<file path="src/rtl/atg_pkg.sv">
// Shared definitions for the allocation tag generator.
// Assumes a 4-bit tag and a seed of at least six bits for the feedback taps.
package atg_pkg;
    typedef enum logic {
        MODE_RAND = 1'b0,
        MODE_ADD  = 1'b1
    } atg_mode_e;

    // Feedback tap positions of the seed register
    localparam int TAP_A = 5;
    localparam int TAP_B = 3;
    localparam int TAP_C = 2;
    localparam int TAP_D = 0;
endpackage

</file>
<file path="src/rtl/atg_seed_select.sv">
// Chooses the seed used by a random request.
// A zero seed is replaced only when reseeding is enabled. The replacement is
// the entropy word when it is nonzero and the constant 1 otherwise.
module atg_seed_select #(
    parameter int SEED_W = 16
) (
    input  logic [SEED_W-1:0] seed_in,
    input  logic              reseed_en,
    input  logic [SEED_W-1:0] entropy_in,
    output logic [SEED_W-1:0] seed_eff
);
    localparam logic [SEED_W-1:0] SEED_ONE = SEED_W'(1);

    // Pick between the request seed, the entropy word and the constant
    always_comb begin
        seed_eff = seed_in;
        if (seed_in == '0 && reseed_en) begin
            seed_eff = (entropy_in != '0) ? entropy_in : SEED_ONE;
        end
    end
endmodule

</file>
<file path="src/rtl/atg_lfsr_offset.sv">
// Unrolls STEPS right-shifting feedback steps of the seed register.
// The feedback of step k becomes offset bit k. Purely combinational.
module atg_lfsr_offset
    import atg_pkg::*;
#(
    parameter int SEED_W = 16,
    parameter int STEPS  = 4
) (
    input  logic [SEED_W-1:0] seed_in,
    output logic [STEPS-1:0]  offset,
    output logic [SEED_W-1:0] seed_next
);
    logic [SEED_W-1:0] chain [0:STEPS];
    logic [STEPS-1:0]  fb;

    assign chain[0] = seed_in;

    // One feedback step per generate iteration
    for (genvar k = 0; k < STEPS; k++) begin : g_step
        assign fb[k] = chain[k][TAP_A] ^ chain[k][TAP_B] ^
                       chain[k][TAP_C] ^ chain[k][TAP_D];
        assign chain[k+1] = {fb[k], chain[k][SEED_W-1:1]};
    end

    assign offset    = fb;
    assign seed_next = chain[STEPS];
endmodule

</file>
<file path="src/rtl/atg_tag_walker.sv">
// Iterative search for a tag that is not excluded, one candidate per clock.
// With a zero remaining count it stops on the first permitted value at or
// after the current one. Otherwise each increment that lands on a permitted
// value uses up one move. An all-ones mask gives tag 0 at once.
// Assumes start is pulsed only while busy and done are both low.
module atg_tag_walker #(
    parameter int TAG_W = 4
) (
    input  logic               clk,
    input  logic               rst_n,
    input  logic               start,
    input  logic [TAG_W-1:0]   start_tag,
    input  logic [TAG_W-1:0]   offset,
    input  logic [(1<<TAG_W)-1:0] mask,
    output logic               busy,
    output logic               done,
    output logic [TAG_W-1:0]   tag
);
    localparam int NTAG = 1 << TAG_W;

    logic [NTAG-1:0]  mask_q;
    logic [TAG_W-1:0] cur_q;
    logic [TAG_W-1:0] rem_q;
    logic [TAG_W-1:0] nxt;
    logic             busy_q;
    logic             done_q;
    logic [TAG_W-1:0] tag_q;

    // Next candidate, wrapping modulo the tag range
    always_comb nxt = cur_q + 1'b1;

    // Load a search, step it, and flag its end
    always_ff @(posedge clk) begin
        if (!rst_n) begin
            mask_q <= '0;
            cur_q  <= '0;
            rem_q  <= '0;
            busy_q <= 1'b0;
            done_q <= 1'b0;
            tag_q  <= '0;
        end else begin
            done_q <= 1'b0;
            if (start) begin
                mask_q <= mask;
                cur_q  <= start_tag;
                rem_q  <= offset;
                if (&mask) begin
                    tag_q  <= '0;
                    done_q <= 1'b1;
                end else begin
                    busy_q <= 1'b1;
                end
            end else if (busy_q) begin
                if (rem_q == '0) begin
                    if (!mask_q[cur_q]) begin
                        tag_q  <= cur_q;
                        done_q <= 1'b1;
                        busy_q <= 1'b0;
                    end else begin
                        cur_q <= nxt;
                    end
                end else begin
                    cur_q <= nxt;
                    if (!mask_q[nxt]) begin
                        rem_q <= rem_q - 1'b1;
                    end
                end
            end
        end
    end

    assign busy = busy_q;
    assign done = done_q;
    assign tag  = tag_q;
endmodule

</file>
<file path="src/rtl/alloc_tag_gen.sv">
// Allocation tag generator top level.
// Accepts a request when idle and selects start tag, offset and mask by mode.
// Runs the tag walker and registers the tag, the rewritten pointer and the
// state word on a one-cycle done pulse. Requests seen while busy are dropped.
module alloc_tag_gen
    import atg_pkg::*;
#(
    parameter int TAG_W    = 4,
    parameter int SEED_W   = 16,
    parameter int SEED_LSB = 8,
    parameter int PTR_W    = 64,
    parameter int TAG_LSB  = 56
) (
    input  logic                       clk,
    input  logic                       rst_n,
    input  logic                       req_valid,
    input  logic                       req_add_mode,
    input  logic [TAG_W-1:0]           req_start_tag,
    input  logic [SEED_W-1:0]          req_seed,
    input  logic [(1<<TAG_W)-1:0]      req_excl,
    input  logic [(1<<TAG_W)-1:0]      cfg_excl,
    input  logic                       cfg_reseed,
    input  logic [SEED_W-1:0]          entropy,
    input  logic [PTR_W-1:0]           req_ptr,
    input  logic [TAG_W-1:0]           req_offset,
    output logic                       done,
    output logic [TAG_W-1:0]           tag_out,
    output logic [PTR_W-1:0]           ptr_out,
    output logic [SEED_LSB+SEED_W-1:0] state_out
);
    localparam int MASK_W  = 1 << TAG_W;
    localparam int STATE_W = SEED_LSB + SEED_W;

    atg_mode_e          req_mode;
    logic               accept;
    logic               walk_busy_any;
    logic [SEED_W-1:0]  seed_eff;
    logic [SEED_W-1:0]  seed_adv;
    logic [TAG_W-1:0]   rnd_off;
    logic [TAG_W-1:0]   sel_start;
    logic [TAG_W-1:0]   sel_off;
    logic [MASK_W-1:0]  sel_mask;
    logic               w_busy;
    logic               w_done;
    logic [TAG_W-1:0]   w_tag;

    atg_mode_e          mode_q;
    logic [PTR_W-1:0]   ptr_q;
    logic [SEED_W-1:0]  seed_q;
    logic               done_q;
    logic [TAG_W-1:0]   tag_q;
    logic [PTR_W-1:0]   ptr_out_q;
    logic [STATE_W-1:0] state_q;
    logic [PTR_W-1:0]   ptr_new;
    logic [STATE_W-1:0] state_new;

    // Decode the mode and decide whether the strobe is taken
    always_comb begin
        req_mode      = req_add_mode ? MODE_ADD : MODE_RAND;
        walk_busy_any = w_busy | w_done;
        accept        = req_valid && !walk_busy_any;
    end

    atg_seed_select #(.SEED_W(SEED_W)) u_seed (
        .seed_in    (req_seed),
        .reseed_en  (cfg_reseed),
        .entropy_in (entropy),
        .seed_eff   (seed_eff)
    );

    atg_lfsr_offset #(.SEED_W(SEED_W), .STEPS(TAG_W)) u_lfsr (
        .seed_in   (seed_eff),
        .offset    (rnd_off),
        .seed_next (seed_adv)
    );

    // Mode-dependent start tag, offset and exclusion mask
    always_comb begin
        if (req_mode == MODE_ADD) begin
            sel_start = req_ptr[TAG_LSB +: TAG_W];
            sel_off   = req_offset;
            sel_mask  = cfg_excl;
        end else begin
            sel_start = req_start_tag;
            sel_off   = rnd_off;
            sel_mask  = req_excl | cfg_excl;
        end
    end

    atg_tag_walker #(.TAG_W(TAG_W)) u_walk (
        .clk       (clk),
        .rst_n     (rst_n),
        .start     (accept),
        .start_tag (sel_start),
        .offset    (sel_off),
        .mask      (sel_mask),
        .busy      (w_busy),
        .done      (w_done),
        .tag       (w_tag)
    );

    // Capture the request context the result stage needs
    always_ff @(posedge clk) begin
        if (!rst_n) begin
            mode_q <= MODE_RAND;
            ptr_q  <= '0;
            seed_q <= '0;
        end else if (accept) begin
            mode_q <= req_mode;
            ptr_q  <= req_ptr;
            seed_q <= seed_adv;
        end
    end

    // Build the rewritten pointer and the packed state word
    always_comb begin
        ptr_new                     = ptr_q;
        ptr_new[TAG_LSB +: TAG_W]   = w_tag;
        state_new                   = '0;
        state_new[TAG_W-1:0]        = w_tag;
        state_new[SEED_LSB +: SEED_W] = seed_q;
    end

    // Register the result and pulse done once per finished search
    always_ff @(posedge clk) begin
        if (!rst_n) begin
            done_q    <= 1'b0;
            tag_q     <= '0;
            ptr_out_q <= '0;
            state_q   <= '0;
        end else begin
            done_q <= w_done;
            if (w_done) begin
                tag_q     <= w_tag;
                ptr_out_q <= ptr_new;
                if (mode_q == MODE_RAND) begin
                    state_q <= state_new;
                end
            end
        end
    end

    assign done      = done_q;
    assign tag_out   = tag_q;
    assign ptr_out   = ptr_out_q;
    assign state_out = state_q;
endmodule

</file>
<file path="config.mk">
export PLATFORM = sky130hd
export DESIGN_NAME = alloc_tag_gen
export DESIGN_NICKNAME = d
export VERILOG_FILES = /design/src/rtl/atg_pkg.sv /design/src/rtl/atg_seed_select.sv /design/src/rtl/atg_lfsr_offset.sv /design/src/rtl/atg_tag_walker.sv /design/src/rtl/alloc_tag_gen.sv
export SDC_FILE = /design/constraint.sdc
export NUM_CORES = 1
export LEC_CHECK = 0
export BUFFER_PORTS_ARGS = -buffer_cell sky130_fd_sc_hd__buf_4
export CAP_MARGIN = 0
export CORE_MARGIN = 3
export CORE_UTILIZATION = 51
export CTS_BUF_LIST = sky130_fd_sc_hd__clkbuf_2 sky130_fd_sc_hd__clkbuf_4 sky130_fd_sc_hd__clkbuf_8
export DETAILED_ROUTE_END_ITERATION = 16
export GPL_ROUTABILITY_DRIVEN = 0
export PLACE_DENSITY = 0.78
export SLEW_MARGIN = 20
export SYNTH_ARGS = -nofsm -noshare
export SYNTH_HDL_FRONTEND = slang
export SYNTH_SLANG_ARGS = --single-unit
export TNS_END_PERCENT = 1
</file>
<file path="constraint.sdc">
create_clock -name clk -period 7.4 [get_ports clk]
set_clock_uncertainty 0.05 [all_clocks]
set_input_delay 0.74 -clock clk [delete_from_list [all_inputs] [get_ports clk]]
set_output_delay 0.74 -clock clk [all_outputs]
set_load 0.01 [all_outputs]
</file>
## After elaboration in Yosys (flattened, before gate mapping)

Index checks and enable logic that the tools add are counted.

| operators by class | value |
|---|---|
| $add $sub $neg | 2 |
| $lt $le $gt $ge | 2 |
| eq/ne operators | 6 |
| mux-type cells | 33 |
| bitwise logic cells | 15 |
| reduce and logical (&&, ||, !) cells | 13 |

Operator list:

| cell | count |
|---|---|
| 4-bit 2-to-1 mux | 15 |
| 16-bit 2-to-1 mux | 3 |
| 16-bit logical NOT | 1 |
| 16-bit bitwise OR | 1 |
| 16-bit AND reduction | 1 |
| 16-bit nonzero test | 1 |
| 1-bit 2-to-1 mux | 13 |
| 1-bit bitwise XOR | 12 |
| 4-bit by 5-bit < comparator with 1-bit output, second input constant | 2 |
| 1-bit binary-select mux with 4-bit select | 2 |
| 2-bit inequality test, second input constant | 4 |
| 4-bit by 1-bit adder with 4-bit output, second input constant | 1 |
| 4-bit logical NOT | 1 |
| 2-bit AND reduction | 2 |
| 4-bit AND reduction | 1 |
| 2-bit nonzero test | 2 |
| 4-bit by 1-bit subtractor with 4-bit output, second input constant | 1 |
| 3-bit inequality test, second input constant | 1 |
| 3-bit AND reduction | 1 |
| 1-bit logical AND | 2 |
| 2-bit by 1-bit inequality test with 1-bit output, second input constant | 1 |
| 1-bit logical NOT | 1 |
| 1-bit NOT | 1 |
| 1-bit bitwise OR | 1 |

| word-level totals | value |
|---|---|
| flip-flop bits (word level) | 200 |
| input port bits | 141 |
| output and inout bits | 93 |
| word-level logic and storage cells | 84 |

## Logic depth before layout (Yosys ltp)

| logic depth | value |
|---|---|
| depth after elaboration | 8 |
| depth in mapped cells | 8 |
| mapped depth without buffers | 8 |

## Hierarchy

A second synthesis with hierarchy kept.

| unflattened totals | value |
|---|---|
| cells, all modules | 927 |
| area total of the unflattened synthesis | 8505.7 um2 |

Modules (own cells, without submodules):

| module | instances | cells each | area each (um2) | sequential area each (um2) |
|---|---|---|---|---|
| alloc_tag_gen | 1 | 676 | 6264.8 | 3243.1 |
| atg_tag_walker | 1 | 165 | 1615.3 | 600.6 |
| atg_seed_select | 1 | 60 | 402.9 | 0.0 |
| atg_lfsr_offset | 1 | 26 | 222.7 | 0.0 |

## Worst setup path after synthesis

OpenSTA, ideal clock, no wires.

| timing path | value |
|---|---|
| path kind | register -> register |
| start | reg u_walk.cur_q[1] |
| end | reg u_walk.rem_q[0] |
| setup time | 128 ps |
| arrival | 2312 ps |
| data required time | 7222 ps |
| path slack | 4910 ps |
| cell stages (with the launch flop) | 8 |
| path buffers | 0 |
| clock period less this slack | 2490 ps |
| cells stage by stage | dfxtp_1 ha_1 mux4_1 mux2_2 or3b_4 nand2_4 mux2i_1 a211oi_2 |

| on the way | value |
|---|---|
| cells in the longest elaborated chain, start to end | 5 |

Ends and longest elaborated chain:

| element | line | RTL |
|---|---|---|
| start, declared | atg_tag_walker.sv:22 | `logic [TAG_W-1:0] cur_q;` |
| start signal, assigned | atg_tag_walker.sv:45 | `cur_q <= start_tag;` |
| start signal, assigned | atg_tag_walker.sv:60 | `cur_q <= nxt;` |
| start signal, assigned | atg_tag_walker.sv:63 | `cur_q <= nxt;` |
| 4-bit by 1-bit adder with 4-bit output | atg_tag_walker.sv:30 | `always_comb nxt = cur_q + 1'b1;` |
| 1-bit binary-select mux with 4-bit select | atg_tag_walker.sv:64 | `if (!mask_q[nxt]) begin` |
| 1-bit 2-to-1 mux (not written as such) | atg_tag_walker.sv:64 |  |
| 2-bit inequality test (no line) | n/a |  |
| 3-bit AND reduction (no line) | n/a |  |
| end signal, assigned | atg_tag_walker.sv:46 | `rem_q <= offset;` |
| end signal, assigned | atg_tag_walker.sv:65 | `rem_q <= rem_q - 1'b1;` |
| end, declared | atg_tag_walker.sv:23 | `logic [TAG_W-1:0] rem_q;` |

No other way between the ends. The select of a mux whose other input is x is not followed.
A chain may end at the register's enable or synchronous reset.

## Worst setup path after layout

| timing path | value |
|---|---|
| start | reg u_walk.cur_q[0] |
| end | reg u_walk.rem_q[0] |

Same word-level chain as after synthesis.

==> results.toml <==
[finish]
syn2layout_area_growth_pct = 26.58
finalNetCount = 1233
final_util_pct = 67.36
fillers = 1291
drive_above_1_share_pct = 26.20
antennaDiodeCount = 0

[pwr]
swShare_pct = 29.48
power_frac_comb_pct = 19.0
p_leak_nw = 4.070
seqPwrFrac_pct = 51.8
p_sw_mw = 0.6650
p_per_area_nw_per_um2 = 226.1
internal-power_mw = 1.591
ir_worst_vdd_v = 0.0001505
p_clk_share_pct = 29.2

[route]
ant_nets = 0
drc = 0
wl_per_cell_um = 15.57
first_iter_violations = 385
drt_first_pass_iters = 7
num_vias = 6942
avgViaCountPerCell = 5.394
routed_wl_mm = 20.04

[run_status]
status = "complete, no violations"

[sta]
period_needed_ps = 2916
fmax_mhz = 342.9
slew_viol_final = 0
hold_violations = 0
relSlewSlack_pct = 26.26
tightest_slew_ps = 1106
post-route-period-util_pct = 39.41
setup_viol = 0
fin_tns_setup_ps = 0
worst_slack_ps = 4484
rsz0062_at_grt = "no"

[yosys]
synth-edff-count = 0
muxShareOfSynthArea_pct = 13.22
synth-seq-cells = 192
synth_compound_area_share_pct = 14.54
yosysTopAreaCellShare_pct = 48.77
yosysTopAreaCell = "dfxtp_1"
synthSimpleGateAreaFrac_pct = 17.37
syn-instance-count = 905
ys_types = 55
ys.flop_type = "dfxtp_1"
synth_most_common_cell = "dfxtp_1"
avgSynthCellArea_sq_um = 8.709
synthTopCellsByCount = "192 x dfxtp_1, 185 x nand2_1, 131 x a21oi_1"
synth_top_family_by_area = "simple AND/OR/NAND/NOR gates"
yosys-top-cells-area = "dfxtp_1 49%, mux2i_1 10%, nand2_1 8.8%"
synth_area_sq_um = 7881
synthAdderAreaFrac_pct = 0.3175
synthArstFlopShare_pct = 0
synth_xor_area_share_pct = 1.667
synth_warnings = 0
seq_area_frac_synth_pct = 48.77

[grt]
grt_usage_pct = 22.97
antenna_found_initial = 0
globalRouteOverflowTotal = 0
grt_pass1_vias = 6513
grt_max_degree = 107
grt_pass1_wl_mm = 31.32

[hold_path]
min_path_type = "reg -> reg"

[floorplan]
die_h_um = 130.3
die_area_sq_um = 16980
ioPinCount = 234
rows = 44
initial_core_util_pct = 53.22
die_w_um = 130.3
core_sq_um = 14810

[cts]
root_buffer = "clkbuf_8"
cts_sinks = 192
clk_pin_slew_ps = 100
clockBufferDepth = 2
cts_made_buffers = 17
cts_resized = 0
cts_setup_buffers = 0
clock_latency_ps = 440
cts_hold_buf = 0
cts_tree = "done"
cts.htree.levels = 4

[flow_run]
max_cap_violations = 0

[setup_path]
end_kind = "flop"
crit_required_ps = 7680
setup.worst_path.start_class = "flop"
worstPathArrival_ps = 3200
crit_fanout = 12
path_class = "reg -> reg"

[place]
io_buffer_count = 229
dp_slack_ps = 4367
dp_hpwl_mm = 13.85
## layout by cell type (no fill, tap or decap), types with 3 or more instances in the layout
cell and n:
o21ai_0 17, nand3_1 9, and2_1 3, mux2_2 5, o22ai_1 9, xnor2_1 5, clkinvlp_4 3, clkbuf_8 18
dfxtp_1 191, mux4_2 4, inv_1 4, conb_1 4, xor2_1 10, mux4_1 4, nand4_1 5, clkinv_2 4
buf_4 234, mux2i_1 79, nor3_1 11, a21oi_1 131, a211oi_1 18, o31ai_1 6, nor4_1 6, nor2_1 91
nand2_1 185, nor2b_1 3
## stage by stage
stage	hold slack [ps]	std cells	power (mW)	cell area, sq um
after floorplan	378.7	908	1.472	7893
after global placement	384.2	1255	1.611	9593
after detailed placement	390.0	1255	1.619	9593
after CTS	407.1	1287	2.271	9976
after global routing	430.5	1287	2.377	9976
final	405.4	1287	2.256	9976
## cell type report
type                            count  area, sq um  share of cell area, %
Multi-Input combinational cell    640         3737                  37.46
Sequential cell                   192         3847                  38.57
Clock buffer                       18        247.7                  2.483
Tap cell                          184        230.2                  2.308
Clock inverter                     14        135.1                  1.355
Inverter                            5        21.27                 0.2132
Timing Repair Buffer              234         1757                  17.61
## sequential cells by signal (all words and copies together), names as in the netlist
name,flops
ptr_out,61
ptr_q,60
state_out,20
seed_q,16
u_walk.mask_q,16
u_walk.cur_q,4
u_walk.rem_q,4
u_walk.tag,4
tag_out,3
done,1
mode_q,1
u_walk.busy,1
u_walk.done,1
## power by group through the flow
stage          registers (mW)  logic [mW]  clock network (mW)
5_1_grt                  1.18       0.475               0.722
4_1_cts                  1.17       0.430               0.672
3_5_place_dp             1.19       0.428                   0
3_3_place_gp             1.19       0.421                   0
6_report                 1.17       0.429               0.658
2_1_floorplan            1.17       0.305                   0
## critical path, cell delays in order, from the launching register on
cell,delay (ps)
dfxtp_1,700
ha_1,360
mux4_1,590
mux2_2,290
or3b_4,420
nand2_4,100
mux2i_1,230
a211oi_2,70
## cell families (layout without fill, tap and decap cells)
kind of cell | count (synthesis) | after routing
flops | 192 | 192
mux | 92 | 92
buf+inv | 76 | 271
fa+ha+maj | 2 | 2
other cells | 1 | 4
simple gates | 328 | 328
xor+xnor | 15 | 15
compound gates | 199 | 199
## layer usage
layer | vias to the layer above | share of wire (%) | track usage, %
met5 | - | 0 | 0
met4 | 0 | 2.3 | 8.068
met3 | 38 | 4.9 | 5.239
met2 | 206 | 49 | 39.29
met1 | 3214 | 43 | 28.50
li1 | 3484 | - | -
## path summary, 6_finish.rpt
kind,start,to,slack [ps],cells past startpoint
min reg2reg,seed_q[6],state_out[14],410,2
max reg2reg,u_walk.cur_q[0],u_walk.rem_q[0],4480,7
min,seed_q[6],state_out[14],410,2
max,u_walk.cur_q[0],u_walk.rem_q[0],4480,7
Note: power is estimated with default switching activity, not from simulation.
